**config.mk**
```make
export PLATFORM = sky130hd
export DESIGN_NAME = sbn_eval
export DESIGN_NICKNAME = d
export VERILOG_FILES = /design/src/rtl/sbn_pkg.sv /design/src/rtl/sbn_sbitgen.sv /design/src/rtl/sbn_select.sv /design/src/rtl/sbn_ctrl.sv /design/src/rtl/sbn_tally.sv /design/src/rtl/sbn_eval.sv
export SDC_FILE = /design/constraint.sdc
export NUM_CORES = 1
export LEC_CHECK = 0
export BUFFER_PORTS_ARGS = -buffer_cell sky130_fd_sc_hd__buf_4
export CAP_MARGIN = 20
export CORE_MARGIN = 4
export CORE_UTILIZATION = 35
export CTS_CLUSTER_SIZE = 16
export DETAILED_ROUTE_END_ITERATION = 6
export MAX_ROUTING_LAYER = met4
export PLACE_DENSITY = 0.62
export SLEW_MARGIN = 25
export SYNTH_ARGS = -nofsm -noshare
export SYNTH_HDL_FRONTEND = slang
export SYNTH_SLANG_ARGS = --single-unit
export TNS_END_PERCENT = 50
```
**constraint.sdc**
```tcl
create_clock -name clk -period 3 [get_ports clk]
set_input_delay 0.3 -clock clk [delete_from_list [all_inputs] [get_ports clk]]
set_output_delay 0.3 -clock clk [all_outputs]
set_load 0.01 [all_outputs]
```
**src/rtl/sbn_pkg.sv**
```systemverilog
package sbn_pkg;

    localparam int NUM_GEN   = 6;
    localparam int NUM_CHILD = 2;

    typedef enum logic [1:0] {
        MODE_SINGLE = 2'd0,
        MODE_PAIR   = 2'd1,
        MODE_FANOUT = 2'd2,
        MODE_SPARE  = 2'd3
    } sbn_mode_t;

    typedef enum logic [1:0] {
        S_IDLE = 2'd0,
        S_RUN  = 2'd1,
        S_DONE = 2'd2
    } sbn_state_t;

    // Two-tap maximal-length feedback pairs, one distinct pair per generator.
    function automatic int gen_width(input int idx);
        case (idx)
            0:       return 17;
            1:       return 18;
            2:       return 20;
            3:       return 21;
            4:       return 22;
            default: return 23;
        endcase
    endfunction

    function automatic int gen_tap(input int idx);
        case (idx)
            0:       return 14;
            1:       return 11;
            2:       return 17;
            3:       return 19;
            4:       return 21;
            default: return 18;
        endcase
    endfunction

    function automatic logic [31:0] gen_seed(input int idx);
        logic [31:0] mix;
        mix = (32'h0005_A5A3 * (idx + 1)) ^ 32'h0001_F00D;
        return mix | 32'd1;
    endfunction

endpackage

```
**src/rtl/sbn_sbitgen.sv**
```systemverilog
module sbn_sbitgen #(
    parameter int LFSR_W = 17,
    parameter int TAP    = 14,
    parameter int TH_W   = 8,
    parameter logic [LFSR_W-1:0] SEED = 1
) (
    input  logic            clk,
    input  logic            rst_n,
    input  logic            load,
    input  logic            step,
    input  logic [TH_W-1:0] thr,
    output logic            bit_o
);

    logic [LFSR_W-1:0] lfsr_q;
    logic [LFSR_W-1:0] lfsr_adv;

    // Advance TH_W positions per cycle so the compared byte is fresh each cycle.
    always_comb begin
        lfsr_adv = lfsr_q;
        for (int k = 0; k < TH_W; k++) begin
            lfsr_adv = {lfsr_adv[LFSR_W-2:0], lfsr_adv[LFSR_W-1] ^ lfsr_adv[TAP-1]};
        end
    end

    always_ff @(posedge clk) begin
        if (!rst_n) begin
            lfsr_q <= SEED;
        end else if (load) begin
            lfsr_q <= SEED;
        end else if (step) begin
            lfsr_q <= lfsr_adv;
        end
    end

    assign bit_o = (lfsr_q[TH_W-1:0] < thr);


    lfsr_nonzero_chk: assert property (@(posedge clk) disable iff (!rst_n)
        lfsr_q != '0);


    zero_thr_chk: assert property (@(posedge clk) disable iff (!rst_n)
        (thr == '0) |-> !bit_o);

endmodule

```
**src/rtl/sbn_select.sv**
```systemverilog
module sbn_select
    import sbn_pkg::*;
(
    input  logic [NUM_GEN-1:0]   bits,
    input  sbn_mode_t            mode,
    output logic [NUM_CHILD-1:0] child
);

    logic [1:0] pair_idx;

    always_comb begin
        pair_idx = {bits[0], bits[1]};
        child    = '0;
        unique case (mode)
            MODE_SINGLE, MODE_SPARE: begin
                child[0] = bits[0] ? bits[2] : bits[3];
            end
            MODE_PAIR: begin
                unique case (pair_idx)
                    2'd0: child[0] = bits[2];
                    2'd1: child[0] = bits[3];
                    2'd2: child[0] = bits[4];
                    2'd3: child[0] = bits[5];
                    default: child[0] = 1'b0;
                endcase
            end
            MODE_FANOUT: begin
                child[0] = bits[0] ? bits[2] : bits[3];
                child[1] = bits[0] ? bits[4] : bits[5];
            end
            default: child = '0;
        endcase
    end

endmodule

```
**src/rtl/sbn_ctrl.sv**
```systemverilog
module sbn_ctrl
    import sbn_pkg::*;
#(
    parameter int LEN_W   = 16,
    parameter int DEF_LEN = 200
) (
    input  logic             clk,
    input  logic             rst_n,
    input  logic             start,
    input  logic [LEN_W-1:0] len_in,
    output logic             busy,
    output logic             done,
    output logic             load
);

    localparam logic [LEN_W-1:0] DEF_LEN_V = LEN_W'(DEF_LEN);

    sbn_state_t       state_q, state_d;
    logic [LEN_W-1:0] rem_q;

    always_ff @(posedge clk) begin
        if (!rst_n) begin
            state_q <= S_IDLE;
        end else begin
            state_q <= state_d;
        end
    end

    always_comb begin
        state_d = state_q;
        unique case (state_q)
            S_IDLE:  if (start) state_d = S_RUN;
            S_RUN:   if (rem_q == LEN_W'(1)) state_d = S_DONE;
            S_DONE:  state_d = S_IDLE;
            default: state_d = S_IDLE;
        endcase
    end

    always_comb begin
        busy = 1'b0;
        done = 1'b0;
        load = 1'b0;
        unique case (state_q)
            S_IDLE:  load = start;
            S_RUN:   busy = 1'b1;
            S_DONE:  done = 1'b1;
            default: ;
        endcase
    end

    always_ff @(posedge clk) begin
        if (!rst_n) begin
            rem_q <= '0;
        end else if (load) begin
            rem_q <= (len_in == '0) ? DEF_LEN_V : len_in;
        end else if (busy) begin
            rem_q <= rem_q - LEN_W'(1);
        end
    end


    rem_live_chk: assert property (@(posedge clk) disable iff (!rst_n)
        busy |-> (rem_q != '0));


    busy_hold_chk: assert property (@(posedge clk) disable iff (!rst_n)
        (busy && rem_q > LEN_W'(1)) |=> busy);


    done_follow_chk: assert property (@(posedge clk) disable iff (!rst_n)
        $fell(busy) |-> done);


    done_pulse_chk: assert property (@(posedge clk) disable iff (!rst_n)
        done |=> (!done && !busy));


    start_ignored_chk: assert property (@(posedge clk) disable iff (!rst_n)
        (busy && start) |=> (busy || done));

endmodule

```
**src/rtl/sbn_tally.sv**
```systemverilog
module sbn_tally #(
    parameter int CNT_W = 16,
    parameter int N     = 2
) (
    input  logic                      clk,
    input  logic                      rst_n,
    input  logic                      clear,
    input  logic                      step,
    input  logic [N-1:0]              bits,
    output logic [N-1:0][CNT_W-1:0]   counts
);

    for (genvar c = 0; c < N; c++) begin : g_cnt
        always_ff @(posedge clk) begin
            if (!rst_n) begin
                counts[c] <= '0;
            end else if (clear) begin
                counts[c] <= '0;
            end else if (step && bits[c]) begin
                counts[c] <= counts[c] + CNT_W'(1);
            end
        end


        hold_chk: assert property (@(posedge clk) disable iff (!rst_n)
            (!step && !clear) |=> $stable(counts[c]));
    end

endmodule

```
**src/rtl/sbn_eval.sv**
```systemverilog
module sbn_eval
    import sbn_pkg::*;
#(
    parameter int TH_W    = 8,
    parameter int CNT_W   = 16,
    parameter int DEF_LEN = 200
) (
    input  logic                    clk,
    input  logic                    rst_n,
    input  logic                    start,
    input  logic [1:0]              mode,
    input  logic [CNT_W-1:0]        len,
    input  logic [NUM_GEN*TH_W-1:0] thr,
    output logic                    busy,
    output logic                    done,
    output logic [CNT_W-1:0]        count0,
    output logic [CNT_W-1:0]        count1
);

    logic                            load;
    sbn_mode_t                       mode_q;
    logic [TH_W-1:0]                 thr_q [NUM_GEN];
    logic [NUM_GEN-1:0]              gen_bits;
    logic [NUM_CHILD-1:0]            child;
    logic [NUM_CHILD-1:0][CNT_W-1:0] counts;

    sbn_ctrl #(.LEN_W(CNT_W), .DEF_LEN(DEF_LEN)) u_ctrl (
        .clk    (clk),
        .rst_n  (rst_n),
        .start  (start),
        .len_in (len),
        .busy   (busy),
        .done   (done),
        .load   (load)
    );

    always_ff @(posedge clk) begin
        if (!rst_n) begin
            mode_q <= MODE_SINGLE;
        end else if (load) begin
            mode_q <= sbn_mode_t'(mode);
        end
    end

    for (genvar g = 0; g < NUM_GEN; g++) begin : g_gen
        localparam int          W   = gen_width(g);
        localparam int          T   = gen_tap(g);
        localparam logic [31:0] SD  = gen_seed(g);

        always_ff @(posedge clk) begin
            if (!rst_n) begin
                thr_q[g] <= '0;
            end else if (load) begin
                thr_q[g] <= thr[g*TH_W +: TH_W];
            end
        end

        sbn_sbitgen #(.LFSR_W(W), .TAP(T), .TH_W(TH_W), .SEED(SD[W-1:0])) u_gen (
            .clk   (clk),
            .rst_n (rst_n),
            .load  (load),
            .step  (busy),
            .thr   (thr_q[g]),
            .bit_o (gen_bits[g])
        );
    end

    sbn_select u_sel (
        .bits  (gen_bits),
        .mode  (mode_q),
        .child (child)
    );

    sbn_tally #(.CNT_W(CNT_W), .N(NUM_CHILD)) u_tally (
        .clk    (clk),
        .rst_n  (rst_n),
        .clear  (load),
        .step   (busy),
        .bits   (child),
        .counts (counts)
    );

    assign count0 = counts[0];
    assign count1 = counts[1];


    single_child_chk: assert property (@(posedge clk) disable iff (!rst_n)
        (busy && mode_q != MODE_FANOUT) |-> (count1 == '0));


    cfg_stable_chk: assert property (@(posedge clk) disable iff (!rst_n)
        (busy && !load) |=> $stable(mode_q));

endmodule

```
==> flow_metrics.tcl <==
set metrics [dict create \
    status "complete, no violations" \
    switching_power_w 0.001864 \
    vias 7843 \
    async_flop_share_pct 0 \
    power_frac_comb_pct 12.7 \
    htreeDepth 1 \
    power_frac_seq_pct 45.6 \
    clockPowerShare_pct 41.8 \
    cp.buffers_inverters 1 \
    r2r_start "thr_q[0][7]" \
    setup.worst_path.class "flip-flop to flip-flop" \
    p_leak_nw 4.966 \
    cts_hold_buf 0 \
    track_usage_pct 14.60 \
    first_global_vias 7515 \
    hold_viol 0 \
    place.gp.congestion 0.8000 \
    die_w_um 176.8 \
    tightest_slew_ns 0.8547 \
    clockBufferDepth 3 \
    routed-wl-met3_um 1019 \
    drv_slew 0 \
    drive_gt1_share_pct 14.93 \
    crit_required_ns 3.43 \
    ios 103 \
    path_delay_family "compound AO/OA/AOI/OAI gates" \
    port_buffers 102 \
    crit_path_max_incr_delay_ns 0.51 \
    dr.pass1.iters 4 \
    hold_end "u_ctrl.rem_q[8]" \
    cts_made_buffers 26 \
    hp-class "input port to flip-flop" \
    yosysSeqAreaShare_pct 49.19 \
    synthFlopType "dfxtp_1" \
    crit_path_cell_trace "inv_1 > ha_1 > a41o_1 > a21oi_2 > o31ai_4 > a211o_4 > and3_1 > or2_4 > or4_1 > a21oi_1" \
    fin_crit_sh_pct 93.85 \
    setup_viol 0 \
    wl_per_cell_um 14.29 \
    root_buffer "clkbuf_16" \
    switching_share_pct 25.37 \
    crit_path_end_kind "flip-flop" \
    postPlaceCellArea_sq_um 11160 \
    min_path_cells 2 \
    wl_met2_um 10410 \
    tritoncts "yes" \
    worst_setup_path_start_kind "flip-flop" \
    worstSetupStartpoint "thr_q[0][7]" \
    post-route-drc-count 0 \
    final_area_sq_um 12050 \
    ir_drop_uv 405.6 \
    final_common_cell "nand2_1" \
    synth-edff-count 48 \
    finalCriticalPeriod_ns 2.816 \
    wirelength_um 22640 \
    r2r-end "u_tally.counts[4]" \
    clk_pin_slew_ns 0.06 \
    row_count 61 \
    hold_start "len[8]" \
    final_cell_mix "nand2_1, dfxtp_1, buf_4, a21oi_1, nor2_1" \
    maxSlewHeadroom_pct 43.02 \
    drt_iter0_drc 389 \
    ant_nets 0 \
    final_nets 1301 \
    synth_cell_types 54 \
    rr_worst_depth 10 \
    rrSetupSlack_ns 0.18 \
    grt_max_degree 117 \
    viasPerCell 4.951 \
    syn_area_per_cell_sq_um 9.081 \
    powerDensity_nw_per_um2 609.7 \
    initial_utilization_pct 35.69 \
    clock_latency_ns 0.51 \
    syn_nets 1213 \
    maxCapViolCount 0 \
    diodes 0 \
    syn-cell-area_sq_um 9971 \
    core_area_sq_um 27930 \
    p_int_w 0.005484 \
    antenna_found_initial 0 \
    crit_arrival_ns 3.25 \
    cp_max_fo 9 \
    die_h_um 176.8 \
    clock_skew_ns 0.01557 \
    dieArea_sq_um 31250 \
    wl_met1_um 10920 \
    top_layer_used "met4" \
    yosysWarningCount 0 \
    crit_slowest_cell "or4_1" \
    area_delta_synth_final_pct 20.87 \
    ys_seq_elements 221 \
    final_core_util_pct 43.14 \
    grt_pass1_wl_um 37350 \
    grt-ovfl-total 0 \
    cts.sinks 221 \
    hpwl_um 14960 \
    p_total_w 0.007348 \
    max_freq_ghz 0.3552 \
    synthCells 1098 \
]
synthesized netlist by cell type, types with 2 or more instances:
library cell / number / area (sq um)
nand2b_1: 10 / 62.56
a31oi_1: 4 / 25.02
a21boi_0: 4 / 30.03
and2_1: 4 / 25.02
nor4_1: 8 / 50.05
nand3b_1: 3 / 22.52
a22oi_1: 2 / 15.01
nor2_1: 62 / 232.7
nand4_1: 8 / 50.05
a21oi_1: 65 / 325.3
nand3_1: 53 / 265.3
nor3_1: 3 / 15.01
clkbuf_1: 55 / 206.5
inv_1: 49 / 183.9
and4_1: 2 / 17.52
o211ai_1: 30 / 225.2
a41o_1: 3 / 30.03
or4_1: 3 / 22.52
buf_1: 8 / 30.03
edfxtp_1: 48 / 1441
nor4_2: 2 / 25.02
xnor2_1: 58 / 508.0
xor2_1: 12 / 105.1
o21ai_0: 21 / 105.1
or3_1: 5 / 31.28
nand2_1: 215 / 807.0
buf_6: 2 / 22.52
mux2i_1: 7 / 70.07
dfxtp_1: 173 / 3463
nor2b_1: 7 / 43.79
and3_1: 59 / 369.1
a211oi_1: 25 / 187.7
o211a_1: 2 / 20.02
o21a_1: 4 / 30.03
o31ai_1: 6 / 45.04
a2111oi_0: 5 / 43.79
ha_1: 46 / 575.6
o311ai_0: 5 / 43.79
a21o_1: 5 / 37.54
flip-flops by register name (all words and copies together) (netlist names):
name / count
u_tally.counts: 32
u_ctrl.state_q: 2
u_ctrl.rem_q: 16
g_gen.u_gen.lfsr_q: 121
mode_q: 2
thr_q: 48
repair_timing:
action,in CTS,in global routing
setup endpoints to repair,0,12
setup buffers,0,0
gates resized for setup,0,9
metal layers:
layer / up-vias / global-route usage (%)
met3: 25 / 2.094
met1: 3674 / 20.42
met2: 155 / 22.78
met4: 0 / 2.998
met5: - / -
li1: 3989 / -
kinds of logic (layout without fill, tap and decap cells):
kind of cell	Yosys count	in the layout	share of synthesized area [%]
xor gates and xnor gates	70	70	6.149
and+or+nand+nor	450	450	21.06
muxes	7	7	0.7028
DFF	221	221	49.19
AOI/OAI and AO/OA	189	189	12.65
buffers and inverters	115	223	4.480
adders and majority gates	46	46	5.772
layout make-up:
cell class | count | area (sq um)
Clock buffer | 38 | 778.2
Clock inverter | 10 | 68.82
Fill cell | 2765 | 15880
Inverter | 50 | 191.4
Multi-Input combinational cell | 762 | 4672
Sequential cell | 221 | 4905
Tap cell | 378 | 473.0
Timing Repair Buffer | 125 | 963.4
stage by stage:
stage | hold slack (ns) | instances | worst slack (ns) | TNS [ns]
floorplan | 0.4321 | 1098 | 0.3036 | 0
global route | 0.02868 | 1584 | -0.004455 | -0.008553
finish | 0.04566 | 1584 | 0.1844 | 0
detailed placement | 0.4468 | 1536 | 0.03800 | 0
CTS | 0.02610 | 1584 | 0.01462 | 0
global placement | 0.4433 | 1536 | 0.1836 | 0
power groups by stage:
stage          combinational (W)  clock (W)  sequential, W
3_5_place_dp            0.000927          0        0.00341
2_1_floorplan           0.000651          0        0.00338
4_1_cts                 0.000931    0.00316        0.00335
5_1_grt                  0.00107    0.00329        0.00337
3_3_place_gp            0.000910          0        0.00341
6_report                0.000932    0.00307        0.00335
how the worst max path moves through the flow:
stage	depth (start not counted)	to
2_1_floorplan	5	thr_q[0][0]
3_3_place_gp	10	u_tally.counts[5]
3_5_place_dp	10	u_tally.counts[5]
4_1_cts	10	u_tally.counts[5]
5_1_grt	11	u_tally.counts[12]
6_report	10	u_tally.counts[4]
Note: power is estimated with default switching activity, not from simulation.
